--- config.mk ---
export PLATFORM = sky130hd
export DESIGN_NAME = usb_eop_detector
export DESIGN_NICKNAME = d
export VERILOG_FILES = /design/src/rtl/usb_eop_pkg.sv /design/src/rtl/eop_run_datapath.sv /design/src/rtl/eop_state_ctrl.sv /design/src/rtl/usb_eop_detector.sv
export SDC_FILE = /design/constraint.sdc
export NUM_CORES = 1
export LEC_CHECK = 0
export CAP_MARGIN = 20
export CORE_AREA = 5 5 42 44
export DETAILED_ROUTE_END_ITERATION = 10
export DIE_AREA = 0 0 47 49
export PLACE_DENSITY = 0.72
export SLEW_MARGIN = 20
export SYNTH_ARGS = -nofsm -noshare
export SYNTH_HDL_FRONTEND = slang
export SYNTH_SLANG_ARGS = --single-unit
--- constraint.sdc ---
create_clock -name clk -period 3.95 [get_ports clk]
set_clock_uncertainty 0.05 [all_clocks]
set_input_delay 0.79 -clock clk [delete_from_list [all_inputs] [get_ports clk]]
set_output_delay 0.79 -clock clk [all_outputs]
set_load 0.02 [all_outputs]
--- src/rtl/usb_eop_pkg.sv ---
package usb_eop_pkg;

  typedef enum logic [2:0] {
    ST_IDLE      = 3'b000,
    ST_FS_SE0_A  = 3'b100,
    ST_FS_SE0_B  = 3'b010,
    ST_FS_SE0_C  = 3'b110,
    ST_EOP_OK    = 3'b001,
    ST_LS_SE0_A  = 3'b101,
    ST_LS_SE0_B  = 3'b011,
    ST_EOP_BAD   = 3'b111
  } eopState_t;

  localparam logic [1:0] LINE_SE0 = 2'b00;
  localparam logic [1:0] LINE_J   = 2'b01;
  localparam logic [1:0] LINE_K   = 2'b10;
  localparam logic [1:0] LINE_SE1 = 2'b11;

  typedef struct packed {
    logic runStep;
    logic runClear;
  } eopCtl_t;

endpackage

--- src/rtl/eop_run_datapath.sv ---
module eop_run_datapath
  import usb_eop_pkg::*;
#(
  parameter int FS_MIN = 3,
  parameter int LS_MIN = 15
) (
  input  logic       clk,
  input  logic       rstN,
  input  logic       lowSpeed,
  input  logic [1:0] lineState,
  input  eopCtl_t    ctl,
  output logic       isSe0,
  output logic       isJ,
  output logic       runQualified
);

  localparam int MAX_MIN = (FS_MIN > LS_MIN) ? FS_MIN : LS_MIN;
  localparam int CNT_W   = $clog2(MAX_MIN + 1) + 1;
  localparam logic [CNT_W-1:0] CNT_SAT = {CNT_W{1'b1}};
  localparam logic [CNT_W-1:0] FS_LIM  = CNT_W'(FS_MIN);
  localparam logic [CNT_W-1:0] LS_LIM  = CNT_W'(LS_MIN);

  logic [CNT_W-1:0] runLen;

  assign isSe0 = (lineState == LINE_SE0);
  assign isJ   = (lineState == LINE_J);

  always_ff @(posedge clk) begin
    if (!rstN) begin
      runLen <= '0;
    end else if (ctl.runClear) begin
      runLen <= '0;
    end else if (ctl.runStep && (runLen != CNT_SAT)) begin
      runLen <= runLen + 1'b1;
    end
  end

  assign runQualified = lowSpeed ? (runLen >= LS_LIM) : (runLen >= FS_LIM);

endmodule

--- src/rtl/eop_state_ctrl.sv ---
module eop_state_ctrl
  import usb_eop_pkg::*;
(
  input  logic      clk,
  input  logic      rstN,
  input  logic      lowSpeed,
  input  logic      isSe0,
  input  logic      isJ,
  input  logic      runQualified,
  output eopState_t state,
  output eopCtl_t   ctl
);

  eopState_t nextState;
  eopState_t exitState;

  always_comb begin
    if (!runQualified)  exitState = ST_IDLE;
    else if (isJ)       exitState = ST_EOP_OK;
    else                exitState = ST_EOP_BAD;
  end

  always_comb begin
    nextState = ST_IDLE;
    case (state)
      ST_IDLE:     nextState = isSe0 ? (lowSpeed ? ST_LS_SE0_A : ST_FS_SE0_A) : ST_IDLE;
      ST_FS_SE0_A: nextState = isSe0 ? ST_FS_SE0_B : exitState;
      ST_FS_SE0_B: nextState = isSe0 ? ST_FS_SE0_C : exitState;
      ST_FS_SE0_C: nextState = isSe0 ? ST_FS_SE0_C : exitState;
      ST_LS_SE0_A: nextState = isSe0 ? ST_LS_SE0_B : exitState;
      ST_LS_SE0_B: nextState = isSe0 ? ST_LS_SE0_B : exitState;
      ST_EOP_OK:   nextState = ST_IDLE;
      ST_EOP_BAD:  nextState = ST_IDLE;
      default:     nextState = ST_IDLE;
    endcase
  end

  always_comb begin
    ctl.runStep  = (nextState == ST_FS_SE0_A) || (nextState == ST_FS_SE0_B) ||
                   (nextState == ST_FS_SE0_C) || (nextState == ST_LS_SE0_A) ||
                   (nextState == ST_LS_SE0_B);
    ctl.runClear = !ctl.runStep;
  end

  always_ff @(posedge clk) begin
    if (!rstN) state <= ST_IDLE;
    else       state <= nextState;
  end

endmodule

--- src/rtl/usb_eop_detector.sv ---
module usb_eop_detector
  import usb_eop_pkg::*;
#(
  parameter int SAMPLE_PERIOD_PS = 20833,
  parameter int FS_SE0_MIN_PS    = 60000,
  parameter int LS_SE0_MIN_PS    = 300000
) (
  input  logic       clk,
  input  logic       rstN,
  input  logic       lowSpeed,
  input  logic [1:0] lineState,
  output logic       eopPulse,
  output logic       badEopFlag,
  output logic [2:0] stateDbg
);

  localparam int FS_RAW = (FS_SE0_MIN_PS + SAMPLE_PERIOD_PS - 1) / SAMPLE_PERIOD_PS;
  localparam int LS_RAW = (LS_SE0_MIN_PS + SAMPLE_PERIOD_PS - 1) / SAMPLE_PERIOD_PS;
  localparam int FS_MIN = (FS_RAW < 1) ? 1 : FS_RAW;
  localparam int LS_MIN = (LS_RAW < 1) ? 1 : LS_RAW;

  eopCtl_t   ctl;
  eopState_t state;
  logic      isSe0;
  logic      isJ;
  logic      runQualified;

  eop_run_datapath #(
    .FS_MIN(FS_MIN),
    .LS_MIN(LS_MIN)
  ) uPath (
    .clk         (clk),
    .rstN        (rstN),
    .lowSpeed    (lowSpeed),
    .lineState   (lineState),
    .ctl         (ctl),
    .isSe0       (isSe0),
    .isJ         (isJ),
    .runQualified(runQualified)
  );

  eop_state_ctrl uCtrl (
    .clk         (clk),
    .rstN        (rstN),
    .lowSpeed    (lowSpeed),
    .isSe0       (isSe0),
    .isJ         (isJ),
    .runQualified(runQualified),
    .state       (state),
    .ctl         (ctl)
  );

  assign stateDbg   = state;
  assign eopPulse   = (state == ST_EOP_OK) || (state == ST_EOP_BAD);
  assign badEopFlag = (state == ST_EOP_BAD);

endmodule

==> impl_metrics.toml <==
[finish]
nets = 95
syn2layout_area_growth_pct = 18.0
insertedDiodeCount = 0
final_cells = 101
drive_above_1_share_pct = 14.1

[clock_network]
clk_pin_slew_worst_paths_ns = 0.05
numClockSinks = 8
hold_buffers = 0
post-cts-setup-buffers = 0
cts_made_buffers = 3
cts_tree = "yes"
root_buffer = "clkbuf_4"
clk_latency_ns = 0.24
cts_max_level = 1
cts_resized = 0
cts_buffer_depth = 2

[critical_path]
critical_path_class = "flop to primary output"
timing.rr.start = "uPath.runLen[0]"
ff2ff_setup_slack_ns = 1.44
crit_family = "buffers and inverters"
crit_path_end_kind = "primary output"
cp.arrival_ns = 1.88
crit_required_ns = 3.11
slowest_stage = "clkdlybuf4s50_1"
slowest_delay_ns = 0.65
reg2reg_to = "uPath.runLen[0]"
cp_cell_sequence = "or2_2 -> a21boi_0 -> clkdlybuf4s50_1"
worstRegToRegCells = 9
path_buf_inv = 1
cp-start-kind = "flop"
cp_max_fo = 11

[sta]
setup_violations = 0
setup_tns_ns = 0
fin_ws_ns = 1.23
slew_violations = 0
fmax_mhz = 368
hold_violations = 0
period_needed_ns = 2.72
rsz0062_at_grt = "false"
worst_pin_slew_ns = 0.400
min_period_over_period_pct = 68.9
max_slew_margin_pct = 73.1

[grt]
antenna_found_initial = 0
grt_pass1_wl_um = 2350
grtUsageTotal_pct = 13.4
grt_max_degree = 12
grt_pass1_vias = 587
grt-ovfl-total = 0

[min_path]
holdPathEnd = "uPath.runLen[4]"
hp-class = "flop to flop"
hold_start = "uPath.runLen[4]"
whs_path_depth = 4

[pwr]
p_leak_uw = 0.000286
power.density_mw_per_mm2 = 274
peakVddDrop_v = 0.000187

[place]
place_ws_ns = 1.12
placed_cells = 98
io_buffers = 9
place.detailed.hpwl_um = 1050
gp_congestion = 0.935

[yosys]
synth_cell_types = 34
ys_seq_area_share_pct = 25.3
ys_seq_elements = 8
syn_area_per_cell_um2 = 8.42
syn_inst = 75
ys_warn_count = 0
synthesis.nets = 83
synth_area_um2 = 632

[outcome]
status = "finished, final reports clean"

[routing]
drt-initial-drc-count = 10
wl_per_cell_um = 13.0
viasPerCell = 5.64
drtPass1Iterations = 4
vias = 570
drtAntennaViolNets = 0
drc = 0
wl_um = 1320

[die]
core.rowCount = 14
die_h_um = 49
ios = 10
core_mm2 = 0.00140
chipWidth_um = 47
start_util_pct = 45.1
dieArea_mm2 = 0.00230

[flow_run]
maxCapViolCount = 0
==> worst reg2reg max path: stages, from the launching register on <==
cell and delay [ns]:
dfxtp_1 0.39, ha_1 0.28, and3_2 0.24, ha_1 0.18
a21oi_1 0.28, o31ai_4 0.16, a31oi_1 0.26, o21ai_1 0.11
a311oi_2 0.35, nor2_1 0.10
==> worst max path at each step <==
stage	from	to	slack, ns	cells past startpoint
2_1_floorplan	uPath.runLen[0]	uPath.runLen[1]	1.68	9
3_3_place_gp	lowSpeed	uPath.runLen[0]	1.16	7
3_5_place_dp	lowSpeed	uPath.runLen[0]	1.12	7
4_1_cts	uCtrl.state[1]	eopPulse	1.22	3
5_1_grt	uCtrl.state[1]	eopPulse	1.09	3
6_report	uCtrl.state[1]	eopPulse	1.23	3
==> cell families after synthesis <==
group,count (synthesis),synth area share (%)
simple gates,30,23.2
compound gates,26,35.6
flops,8,25.3
buf+inv,4,4.16
xor+xnor,3,4.16
fa+ha+maj,3,5.94
mux,1,1.58
==> cell usage after synthesis <==
library cell	n	area [um^2]
o21ai_1	1	5.00
or2_2	1	6.26
a21boi_2	2	22.5
ha_1	3	37.5
a21oi_1	7	35.0
mux2i_1	1	10.0
o31a_2	1	10.0
o31ai_4	1	21.3
a311oi_2	1	15.0
nor3b_1	1	7.51
buf_4	1	7.51
nand2_1	8	30.0
nand3_1	2	10.0
a211oi_1	1	7.51
a2111oi_0	1	8.76
nor3_1	1	5.00
o211a_1	2	20.0
o21ba_2	1	10.0
o21ai_0	3	15.0
or3_1	1	6.26
nand2b_1	1	6.26
nand4b_1	1	8.76
nor2_1	9	33.8
a2111oi_4	1	27.5
and3_1	2	12.5
and3_2	1	7.51
dfxtp_1	8	160
a31oi_1	2	12.5
buf_6	1	11.3
inv_1	2	7.51
nor2b_1	1	6.26
nand4_1	1	6.26
xnor2_1	3	26.3
a21boi_0	2	15.0
==> layout make-up <==
class | count | area, um^2
timing repair buffer | 9 | 90.1
fill | 147 | 656
sequential | 8 | 160
clock buffer | 3 | 22.5
inverter | 2 | 7.51
tap | 16 | 20.0
multi-input combinational | 63 | 445
==> power breakdown <==
part / switching [uW] / leakage, uW / total (uW) / internal [uW]
combinational: 27.3 / 0.000208 / 52.3 / 25.0
sequential: 9.22 / 0.0000650 / 94.3 / 85.0
clock: 23.5 / 0.0000138 / 58.0 / 34.5
==> per-stage QoR <==
step	cell area, um^2	hold slack (ns)	total power [uW]	util, %
floorplan	632	0.507	132	-
global placement	723	0.555	148	51.6
detailed placement	723	0.559	148	51.6
CTS	746	0.568	207	53.2
global route	746	0.655	222	53.2
finish	746	0.575	205	53.2
==> metal layers <==
layer | part of all wire [%] | global-route usage, % | wire [um]
met1 | 45 | 17.7 | 593
met2 | 49 | 21.0 | 651
met3 | 5.5 | 3.69 | 72
met4 | 0 | 3.23 | 0
met5 | 0 | 0 | 0
==> cell usage in the layout (no fill, tap or decap), drive strengths merged, types with 2 or more instances in the layout <==
cell,n
clkbuf,3
nor2,9
nand2,8
clkdlybuf4s50,9
o211a,2
nand3,2
a31oi,2
o21ai,4
dfxtp,8
a21oi,7
ha,3
a2111oi,2
inv,2
xnor2,3
and3,3
a21boi,4
==> state kept, by name, indices dropped and copies added (netlist names) <==
register and cells:
uCtrl.state 3, uPath.runLen 5
(Power assumes the default switching activity.)
